[src/rtl/sram_tap_pkg.sv]
package sram_tap_pkg;

    localparam int IR_W  = 3;
    localparam int ID_W  = 32;
    localparam int BSR_W = 71;

    typedef enum logic [3:0] {
        S_TLR, S_RTI,
        S_SEL_DR, S_CAP_DR, S_SHF_DR, S_EX1_DR, S_PAU_DR, S_EX2_DR, S_UPD_DR,
        S_SEL_IR, S_CAP_IR, S_SHF_IR, S_EX1_IR, S_PAU_IR, S_EX2_IR, S_UPD_IR
    } tap_state_e;

    typedef enum logic [IR_W-1:0] {
        OP_EXTEST = 3'b000,
        OP_IDCODE = 3'b001,
        OP_SAMPZ  = 3'b010,
        OP_RSV3   = 3'b011,
        OP_SAMPLE = 3'b100,
        OP_RSV5   = 3'b101,
        OP_RSV6   = 3'b110,
        OP_BYPASS = 3'b111
    } opcode_e;

    typedef enum logic [1:0] {PATH_BYP, PATH_ID, PATH_BSR} dr_path_e;

    typedef struct packed {
        dr_path_e path;
        logic     hiz;
    } decode_t;

    localparam logic [IR_W-1:0] IR_CAPTURE = 3'b001;

    function automatic tap_state_e tap_next(tap_state_e s, logic m);
        case (s)
            S_TLR:    return m ? S_TLR    : S_RTI;
            S_RTI:    return m ? S_SEL_DR : S_RTI;
            S_SEL_DR: return m ? S_SEL_IR : S_CAP_DR;
            S_CAP_DR: return m ? S_EX1_DR : S_SHF_DR;
            S_SHF_DR: return m ? S_EX1_DR : S_SHF_DR;
            S_EX1_DR: return m ? S_UPD_DR : S_PAU_DR;
            S_PAU_DR: return m ? S_EX2_DR : S_PAU_DR;
            S_EX2_DR: return m ? S_UPD_DR : S_SHF_DR;
            S_UPD_DR: return m ? S_SEL_DR : S_RTI;
            S_SEL_IR: return m ? S_TLR    : S_CAP_IR;
            S_CAP_IR: return m ? S_EX1_IR : S_SHF_IR;
            S_SHF_IR: return m ? S_EX1_IR : S_SHF_IR;
            S_EX1_IR: return m ? S_UPD_IR : S_PAU_IR;
            S_PAU_IR: return m ? S_EX2_IR : S_PAU_IR;
            S_EX2_IR: return m ? S_UPD_IR : S_SHF_IR;
            default:  return m ? S_SEL_DR : S_RTI;
        endcase
    endfunction

    function automatic decode_t op_decode(opcode_e op);
        decode_t d;
        case (op)
            OP_EXTEST, OP_SAMPZ: begin d.path = PATH_BSR; d.hiz = 1'b1; end
            OP_SAMPLE:           begin d.path = PATH_BSR; d.hiz = 1'b0; end
            OP_IDCODE:           begin d.path = PATH_ID;  d.hiz = 1'b0; end
            default:             begin d.path = PATH_BYP; d.hiz = 1'b0; end
        endcase
        return d;
    endfunction

    function automatic logic [ID_W-1:0] id_value(logic [5:0] dev_code);
        return {3'b000, 5'b01011, 6'b000000, dev_code, 11'b00000110100, 1'b1};
    endfunction

endpackage

[src/rtl/sram_tap_fsm.sv]
module sram_tap_fsm
    import sram_tap_pkg::*;
(
    input  logic       tck,
    input  logic       rst,
    input  logic       tms,
    output tap_state_e st,
    output tap_state_e nxt
);
    assign nxt = tap_next(st, tms);

    always_ff @(posedge tck) begin
        if (rst) st <= S_TLR;
        else     st <= nxt;
    end
endmodule

[src/rtl/sram_tap_ir.sv]
module sram_tap_ir
    import sram_tap_pkg::*;
(
    input  logic       tck,
    input  logic       rst,
    input  logic       tdi,
    input  tap_state_e st,
    input  tap_state_e nxt,
    output opcode_e    ir,
    output logic       ir_so
);
    logic [IR_W-1:0] ir_sr;

    assign ir_so = ir_sr[0];

    always_ff @(posedge tck) begin
        if (rst || nxt == S_TLR) begin
            ir    <= OP_IDCODE;
            ir_sr <= IR_CAPTURE;
        end else begin
            case (st)
                S_CAP_IR: ir_sr <= IR_CAPTURE;
                S_SHF_IR: ir_sr <= {tdi, ir_sr[IR_W-1:1]};
                S_UPD_IR: ir    <= opcode_e'(ir_sr);
                default: ;
            endcase
        end
    end
endmodule

[src/rtl/sram_tap_dr.sv]
module sram_tap_dr
    import sram_tap_pkg::*;
#(
    parameter bit WIDE_CFG = 1'b1
) (
    input  logic             tck,
    input  logic             rst,
    input  logic             tdi,
    input  tap_state_e       st,
    input  dr_path_e         path,
    input  logic [BSR_W-1:0] bsr_capture,
    output logic [BSR_W-1:0] bsr_update,
    output logic             dr_so
);
    logic [ID_W-1:0]  id_word;
    logic             byp;
    logic [ID_W-1:0]  id_sr;
    logic [BSR_W-1:0] bsr_sr;

    if (WIDE_CFG) begin : g_x36
        assign id_word = id_value(6'b100110);
    end else begin : g_x18
        assign id_word = id_value(6'b010110);
    end

    always_comb begin
        case (path)
            PATH_ID:  dr_so = id_sr[0];
            PATH_BSR: dr_so = bsr_sr[0];
            default:  dr_so = byp;
        endcase
    end

    always_ff @(posedge tck) begin
        if (rst) begin
            byp        <= 1'b0;
            id_sr      <= '0;
            bsr_sr     <= '0;
            bsr_update <= '0;
        end else begin
            case (st)
                S_CAP_DR: begin
                    case (path)
                        PATH_ID:  id_sr  <= id_word;
                        PATH_BSR: bsr_sr <= bsr_capture;
                        default:  byp    <= 1'b0;
                    endcase
                end
                S_SHF_DR: begin
                    case (path)
                        PATH_ID:  id_sr  <= {tdi, id_sr[ID_W-1:1]};
                        PATH_BSR: bsr_sr <= {tdi, bsr_sr[BSR_W-1:1]};
                        default:  byp    <= tdi;
                    endcase
                end
                S_UPD_DR: begin
                    if (path == PATH_BSR) bsr_update <= bsr_sr;
                end
                default: ;
            endcase
        end
    end
endmodule

[src/rtl/sram_tap.sv]
module sram_tap
    import sram_tap_pkg::*;
#(
    parameter bit WIDE_CFG = 1'b1
) (
    input  logic             tck,
    input  logic             tap_reset,
    input  logic             tms,
    input  logic             tdi,
    output logic             tdo,
    output logic             tdo_en,
    output logic             hiz_req,
    input  logic [BSR_W-1:0] bsr_capture,
    output logic [BSR_W-1:0] bsr_update
);
    tap_state_e st;
    tap_state_e nxt;
    opcode_e    ir;
    decode_t    dec;
    logic       ir_so;
    logic       dr_so;

    sram_tap_fsm u_fsm (
        .tck (tck),
        .rst (tap_reset),
        .tms (tms),
        .st  (st),
        .nxt (nxt)
    );

    sram_tap_ir u_ir (
        .tck   (tck),
        .rst   (tap_reset),
        .tdi   (tdi),
        .st    (st),
        .nxt   (nxt),
        .ir    (ir),
        .ir_so (ir_so)
    );

    assign dec     = op_decode(ir);
    assign hiz_req = dec.hiz;

    sram_tap_dr #(.WIDE_CFG(WIDE_CFG)) u_dr (
        .tck         (tck),
        .rst         (tap_reset),
        .tdi         (tdi),
        .st          (st),
        .path        (dec.path),
        .bsr_capture (bsr_capture),
        .bsr_update  (bsr_update),
        .dr_so       (dr_so)
    );

    always_ff @(negedge tck) begin
        if (tap_reset) begin
            tdo    <= 1'b0;
            tdo_en <= 1'b0;
        end else begin
            tdo_en <= (st == S_SHF_IR) || (st == S_SHF_DR);
            case (st)
                S_SHF_IR: tdo <= ir_so;
                S_SHF_DR: tdo <= dr_so;
                default:  tdo <= 1'b0;
            endcase
        end
    end
endmodule

[config.mk]
export PLATFORM = sky130hd
export DESIGN_NAME = sram_tap
export DESIGN_NICKNAME = d
export VERILOG_FILES = /design/src/rtl/sram_tap_pkg.sv /design/src/rtl/sram_tap_fsm.sv /design/src/rtl/sram_tap_ir.sv /design/src/rtl/sram_tap_dr.sv /design/src/rtl/sram_tap.sv
export SDC_FILE = /design/constraint.sdc
export NUM_CORES = 1
export LEC_CHECK = 0
export ABC_AREA = 1
export CORE_ASPECT_RATIO = 1.25
export CORE_MARGIN = 3
export CORE_UTILIZATION = 55
export DETAILED_ROUTE_END_ITERATION = 7
export GPL_TIMING_DRIVEN = 0
export PLACE_DENSITY = 0.88
export SKIP_CTS_REPAIR_TIMING = 1
export SLEW_MARGIN = 20
export SYNTH_ARGS = -nofsm -noshare
export SYNTH_HDL_FRONTEND = slang
export SYNTH_SLANG_ARGS = --single-unit
[constraint.sdc]
create_clock -name tck -period 5.6 [get_ports tck]
set_clock_uncertainty 0.15 [all_clocks]
set_input_delay 1.12 -clock tck [delete_from_list [all_inputs] [get_ports tck]]
set_output_delay 1.12 -clock tck [all_outputs]
set_load 0.01 [all_outputs]
==> run metrics, run 1 <==
area delta synth->final=31.4%; Power Density=288 nW/µm²; vias in the first global route=around 6900; Mapped Cells=~980; drt drc=0; final setup TNS=0 ns; area of the multi-input gates=~3000 µm²; initial DRC count=approximately 600; crit end category=output pin; Worst Path Required=between 4 and 5 ns; wire per inst=about 15 µm; Clock Sinks=approximately 190; slowest CP cell=clkdlybuf4s50_1; gr usage total=between 20 and 30%; Setup Viol. Count Final=0; outcome=complete, no violations; CP Data Arrival Time=between 4 and 5 ns; total CTS buffers=17; share of cells above drive strength 1=approximately 5.8%; initial antenna violation count=0; RSZ-0062 raised after global routing=false; DP HPWL=14.0 mm; Gate power share=7.1%; Setup CP Type=reg2out; vias=about 7300; fraction of the yosys area taken by sequential cells=around 50%; CP cell instances=clkdlybuf4s50_1; vias per inst=5.53; worst hold margin=between 0.3 and 0.4 ns; non-filler cells, final=1324; Psw=a little under 0.0007 W; Placed Cells=about 1300; EDFF count, synth=0; DRT Pass-1 Iters=5; core area=between 10000 and 15000 µm²; crit-path max cell delay=0.53 ns; clock network fraction of design power=44.4%; die width=~110 µm; GPL Wtd Cong=0.901; delay-heaviest family, CP=buffers and inverters; Worst-Margin Slew=around 0.57 ns; chip height=135 µm; Syn Std Cell Area=about 7300 µm²; Rows=46; grt ovf=0; Fin. Hold Viols=0; syn nets=about 1100; Ports=between 100 and 150; TritonCTS clock tree=yes; leak pwr=around 3.8 nW; nets=around 1200; Synth Flop Type=dfxtp_1; dpl ws=just under 0.4 ns; placed inst area=about 9000 µm²; register bit total from synthesis=~190; worst relative slew slack=62.2%; synthesized area per cell=roughly 7.5 µm²; Worst Hold Class=reg2reg; Max Cap Viol=0; R2R setup slack=around 0.65 ns; Max VDD drop=~0.00018 V; largest net degree at the start of global routing=20; post-route antenna net violation count=0; Final WS setup=about 0.25 ns; sw frac=around a quarter; clock root buffer=clkbuf_16; DIE AREA=around 15000 µm²; Netlist cell types=25; Bufs and invs on worst path=1; final wirelength=around 20 mm; # port buffers=between 100 and 150; Synth Warn #=0; Flop pwr share=48.5%; initial core utilization=roughly 57%; Design Area, Final=about 9700 µm²; Clock transition at path regs=around 0.070 ns; # fillers=930; max-slew violation count=0; Int Power=around 0.0021 W; clk_lat worst skew=roughly 0.43 ns; area occupied by registers=3740 µm²; CP max FO=1; CP Launch Type=flop; async set-reset flop share out of synthesis=0%; global-route wire length before repair=~32 mm; Max Root-Sink Buffers=2; H-tree depth=4; Antenna Cells=0
## logic make-up after synthesis
kind of cell	synth area share, %
and+or+nand+nor	14.5
adders and majority gates	0.341
AOI/OAI and AO/OA	25.7
DFF	51.0
buffers and inverters	8.55
## stage by stage
stage	power (W)	util, %
detailed placement	0.00157	70.1
global route	0.00287	74.9
global placement	0.00157	70.1
floorplan	0.00148	-
CTS	0.00278	74.9
finish	0.00278	74.9
## registers in the layout, summed over array words and instances (netlist names)
signal,flops
u_dr.bsr_sr,71
u_dr.bsr_update,71
u_dr.id_sr,32
u_fsm.st,4
u_ir.ir,3
u_ir.ir_sr,3
tdo,1
tdo_en,1
u_dr.byp,1
## power by group through the flow
stage	Combinational [W]	Sequential (W)	Clock [W]
2_1_floorplan	0.000106	0.00138	0.00000336
3_3_place_gp	0.000190	0.00138	0.00000336
3_5_place_dp	0.000192	0.00138	0.00000336
4_1_cts	0.000195	0.00135	0.00124
5_1_grt	0.000218	0.00135	0.00131
6_report	0.000197	0.00135	0.00123
## per-layer routing
metal | share of wire, % | global-route usage [%]
met5 | 0 | 0
met4 | 3.5 | 12.0
met3 | 7.9 | 6.29
met2 | 48 | 44.6
met1 | 41 | 34.4
## layout make-up
| type | instances | share of cell area, % |
|---|---|---|
| clock inverter | 16 | 1.83 |
| clock buffer | 18 | 4.55 |
| multi-input combinational | 635 | 30.8 |
| sequential | 187 | 38.8 |
| timing repair buffer | 148 | 15.4 |
| inverter | 83 | 3.25 |
| buffer | 69 | 3.22 |
| tap | 168 | 2.18 |
## synthesized netlist by cell type (3+ instances only)
cell / number / share of area [%]
nand2_1: 165 / 8.4
dfxtp_1: 187 / 51
a31oi_1: 22 / 1.9
buf_6: 3 / 0.46
inv_2: 3 / 0.15
nand3_1: 13 / 0.89
clkbuf_1: 42 / 2.1
inv_1: 78 / 4.0
a211oi_1: 7 / 0.72
buf_2: 23 / 1.6
o21ai_0: 196 / 13
nor2_1: 69 / 3.5
nor3_1: 14 / 0.95
a21oi_1: 138 / 9.4
## path summary, 6_finish.rpt
check / from / endpoint / cells past startpoint
setup / recovery: tdo_en$_SDFF_NP0_ / tdo_en / 1
hold / removal: u_dr.id_sr[19]$_SDFFE_PP0P_ / u_dr.id_sr[19]$_SDFFE_PP0P_ / 2
setup reg to reg: u_ir.ir[2]$_SDFFE_PP0N_ / tdo$_SDFF_NP0_ / 8
hold reg to reg: u_dr.id_sr[19]$_SDFFE_PP0P_ / u_dr.id_sr[19]$_SDFFE_PP0P_ / 2
## placed cells by master, fill, tap and decap left out, types with 3 or more instances in the layout
cell,synthesis,layout
a211oi_1,7,7
a21oi_1,138,138
a31oi_1,22,22
buf_2,23,23
buf_6,3,3
clkbuf_1,42,42
clkbuf_16,0,17
clkdlybuf4s50_1,0,148
dfxtp_1,187,187
inv_1,78,79
inv_2,3,3
inv_6,0,6
inv_8,0,4
nand2_1,165,165
nand3_1,13,13
nor2_1,69,69
nor3_1,14,14
o21ai_0,196,196
(Power assumes the default switching activity.)
==> inputs of run 2 (changes only) <==
--- a/config.mk
+++ b/config.mk
@@ -6,6 +6,7 @@
 export NUM_CORES = 1
 export LEC_CHECK = 0
 export ABC_AREA = 1
+export ABC_CLOCK_PERIOD_IN_PS = 5600
 export CORE_ASPECT_RATIO = 1.25
 export CORE_MARGIN = 3
 export CORE_UTILIZATION = 55
==> results of run 2 <==
The final DEF is identical to that of run 1; final timing and power are the same.
==> inputs of run 3 (changes only) <==
--- a/config.mk
+++ b/config.mk
@@ -5,14 +5,13 @@
 export SDC_FILE = /design/constraint.sdc
 export NUM_CORES = 1
 export LEC_CHECK = 0
-export ABC_AREA = 1
 export ABC_CLOCK_PERIOD_IN_PS = 5600
 export CORE_ASPECT_RATIO = 1.25
 export CORE_MARGIN = 3
-export CORE_UTILIZATION = 55
+export CORE_UTILIZATION = 52
 export DETAILED_ROUTE_END_ITERATION = 7
 export GPL_TIMING_DRIVEN = 0
-export PLACE_DENSITY = 0.88
+export PLACE_DENSITY = 0.82
 export SKIP_CTS_REPAIR_TIMING = 1
 export SLEW_MARGIN = 20
 export SYNTH_ARGS = -nofsm -noshare
==> run 3 against run 2 <==
Net effect:
- combinational power is 20% lower
- sequential cell count unchanged
- critical endpoint is now tdo_en$_SDFF_NP0_
- wire length rose by 15%
- largest power group unchanged
- critical path type is now in2reg
==> run metrics, run 3 <==
outcome=complete, no violations; synth cell count leaders=187 x dfxtp_1, 97 x nand3_1, 78 x a21oi_1; CP Data Arrival Time=2.77 ns (-1.31 ns); Worst-Margin Slew=0.869 ns (+0.302 ns); register bit total from synthesis=187 (unchanged); chip height=148 µm (+9.1%); EDFF count, synth=0 (unchanged); most frequent cells in the layout=187 x dfxtp_1, 148 x clkdlybuf4s50_1, 97 x nand3_1; crit end category=flop; post-route antenna net violation count=0 (unchanged); Clock transition at path regs=0.06 ns (about the same); Max Root-Sink Buffers=2 (unchanged); worst relative slew slack=42.0% (-20 points); Max VDD drop=0.000200 V (+14%); initial core utilization=53.3% (-3.7 points); core area=15600 µm² (+21%); top-count cell post-synth=dfxtp_1; area of the multi-input gates=4040 µm² (+36%); synthesized area per cell=9.55 µm² (+27%); TritonCTS clock tree=yes; CP Launch Type=input port; Ports=149 (unchanged); Setup Viol. Count Final=0 (unchanged); cell taking the most area after synthesis=dfxtp_1; Synth Warn #=0 (unchanged); Clock Sinks=187 (unchanged); clk_lat worst skew=0.43 ns (about the same); vias in the first global route=7231 (+4.5%); nets=1118 (-8.4%); initial DRC count=650 (+8.9%); initial antenna violation count=0 (unchanged); grt ovf=0 (unchanged); vias=7505 (+2.5%); H-tree depth=4 (unchanged); max-slew violation count=0 (unchanged); GPL Wtd Cong=0.843 (-6.5%); Power Density=261 nW/µm² (-9.3%); Setup CP Type=in2reg; # fillers=1233 (+33%); drt drc=0 (unchanged); vias per inst=5.93 (+7.2%); Antenna Cells=0 (unchanged); Worst Hold Class=reg2reg; syn nets=950 (-9.7%); most common cell after layout, fill and taps aside=dfxtp_1; # port buffers=148 (unchanged); Worst Path Required=2.96 ns (-1.37 ns); Largest regs=u_dr.bsr_sr x71, u_dr.bsr_update x71, u_dr.id_sr x32; wire per inst=18.2 µm (+20%); total CTS buffers=17 (unchanged); Mapped Cells=873 (-10%); Fin. Hold Viols=0 (unchanged); share of cells above drive strength 1=15.8% (+10 points); fraction of the yosys area taken by sequential cells=44.9% (-6.0 points); Area contributors post-synth=dfxtp_1 45%, o22ai_2 11%, mux2i_1 8.9%, nand3_1 5.8%, a21oi_1 4.7%; final setup TNS=0 ns (unchanged); gr usage total=25.8% (-1.5 points); post-synth top area share=44.9% (-6.0 points); DP HPWL=15.6 mm (+12%); Netlist cell types=48 (+92%); area delta synth->final=28.7%; placed inst area=10100 µm² (+12%); RSZ-0062 raised after global routing=false; Rows=51 (+11%); global-route wire length before repair=37.3 mm (+15%); final wirelength=23.0 mm (+15%); R2R setup slack=0.67 ns (+0.02 ns); DRT Pass-1 Iters=6 (+1); largest net degree at the start of global routing=17 (-15%); Syn Std Cell Area=8330 µm² (+13%); Design Area, Final=10700 µm² (+11%); clock root buffer=clkbuf_16; DIE AREA=17600 µm² (+19%); overall power=0.00280 W (+0.85%); CP max FO=10 (+9); die width=119 µm (+9.0%); async set-reset flop share out of synthesis=0% (unchanged); Synth Flop Type=dfxtp_1; Max Cap Viol=0 (unchanged); leak pwr=3.56 nW (-5.4%); area occupied by registers=3740 µm² (unchanged)
==> run 3: changes by cell type after synthesis, moves of 8 or more <==
cell / previous run / this run
o21ai_0: 196 / 76
nand2_1: 165 / 77
nand3_1: 13 / 97
mux2i_1: 0 / 74
inv_1: 78 / 7
o22ai_2: 0 / 70
nor2_1: 69 / 8
a21oi_1: 138 / 78
a311oi_1: 0 / 21
nor3_1: 14 / 0
buf_4: 0 / 12
o221a_2: 0 / 10
buf_6: 3 / 11
==> run 3: critical path: stages <==
cell	delay, ns
clkdlybuf4s50_1	0.66
clkbuf_1	0.46
clkbuf_1	0.41
nor2_1	0.10
==> run 3: cell type report <==
class,count,area share (%)
plain buffers,97,4.88
multi-input cells,581,37.6
repair buffers,148,13.8
inverters,7,0.245
clock inverters,15,1.82
well taps,212,2.47
flip-flops and latches,187,34.9
clock buffers,19,4.22
==> run 3: worst paths after layout <==
kind,start,endpoint,cells past startpoint
worst max-delay path,tap_reset,tdo_en$_SDFF_NP0_,4
worst max register to register,u_ir.ir[0]$_SDFFE_PP1N_,tdo$_SDFF_NP0_,7
worst min register to register,u_dr.bsr_update[67]$_SDFFE_PP0P_,u_dr.bsr_update[67]$_SDFFE_PP0P_,2
worst min-delay path,u_dr.bsr_update[67]$_SDFFE_PP0P_,u_dr.bsr_update[67]$_SDFFE_PP0P_,2
==> run 3: layer usage <==
metal | track usage (%) | wire [µm] | vias up
met5 | 0 | 0 | -
met4 | 9.97 | 677 | 0
met3 | 5.40 | 1510 | 44
met2 | 43.2 | 11400 | 283
met1 | 32.8 | 9410 | 3618
li1 | - | - | 3560
==> run 3: logic make-up (layout without fill, tap and decap cells) <==
group           count (synthesis)  after routing  share of synthesized area (%)
flops                         187            187                           44.9
compound gates                297            297                           27.0
simple gates                  207            207                           12.1
fa+ha+maj                       2              2                          0.300
xor+xnor                        1              1                          0.105
buf+inv                       105            286                           6.64
mux                            74             74                           8.89
==> run 3: power by group <==
group,total [W],internal [W],switching (W)
logic,0.000157,0.0000798,0.0000771
clock network,0.00130,0.000777,0.000528
registers,0.00134,0.00133,0.00000343
==> run 3: stage by stage <==
step	std cells	util (%)	worst slack, ns	hold WS, ns
2_1_floorplan	873	-	0.811	0.293
3_3_place_gp	1233	64.5	-0.320	0.307
3_5_place_dp	1233	64.5	-0.255	0.315
4_1_cts	1266	68.6	0.215	0.325
5_1_grt	1266	68.6	0.0943	0.338
6_report	1266	68.6	0.192	0.324
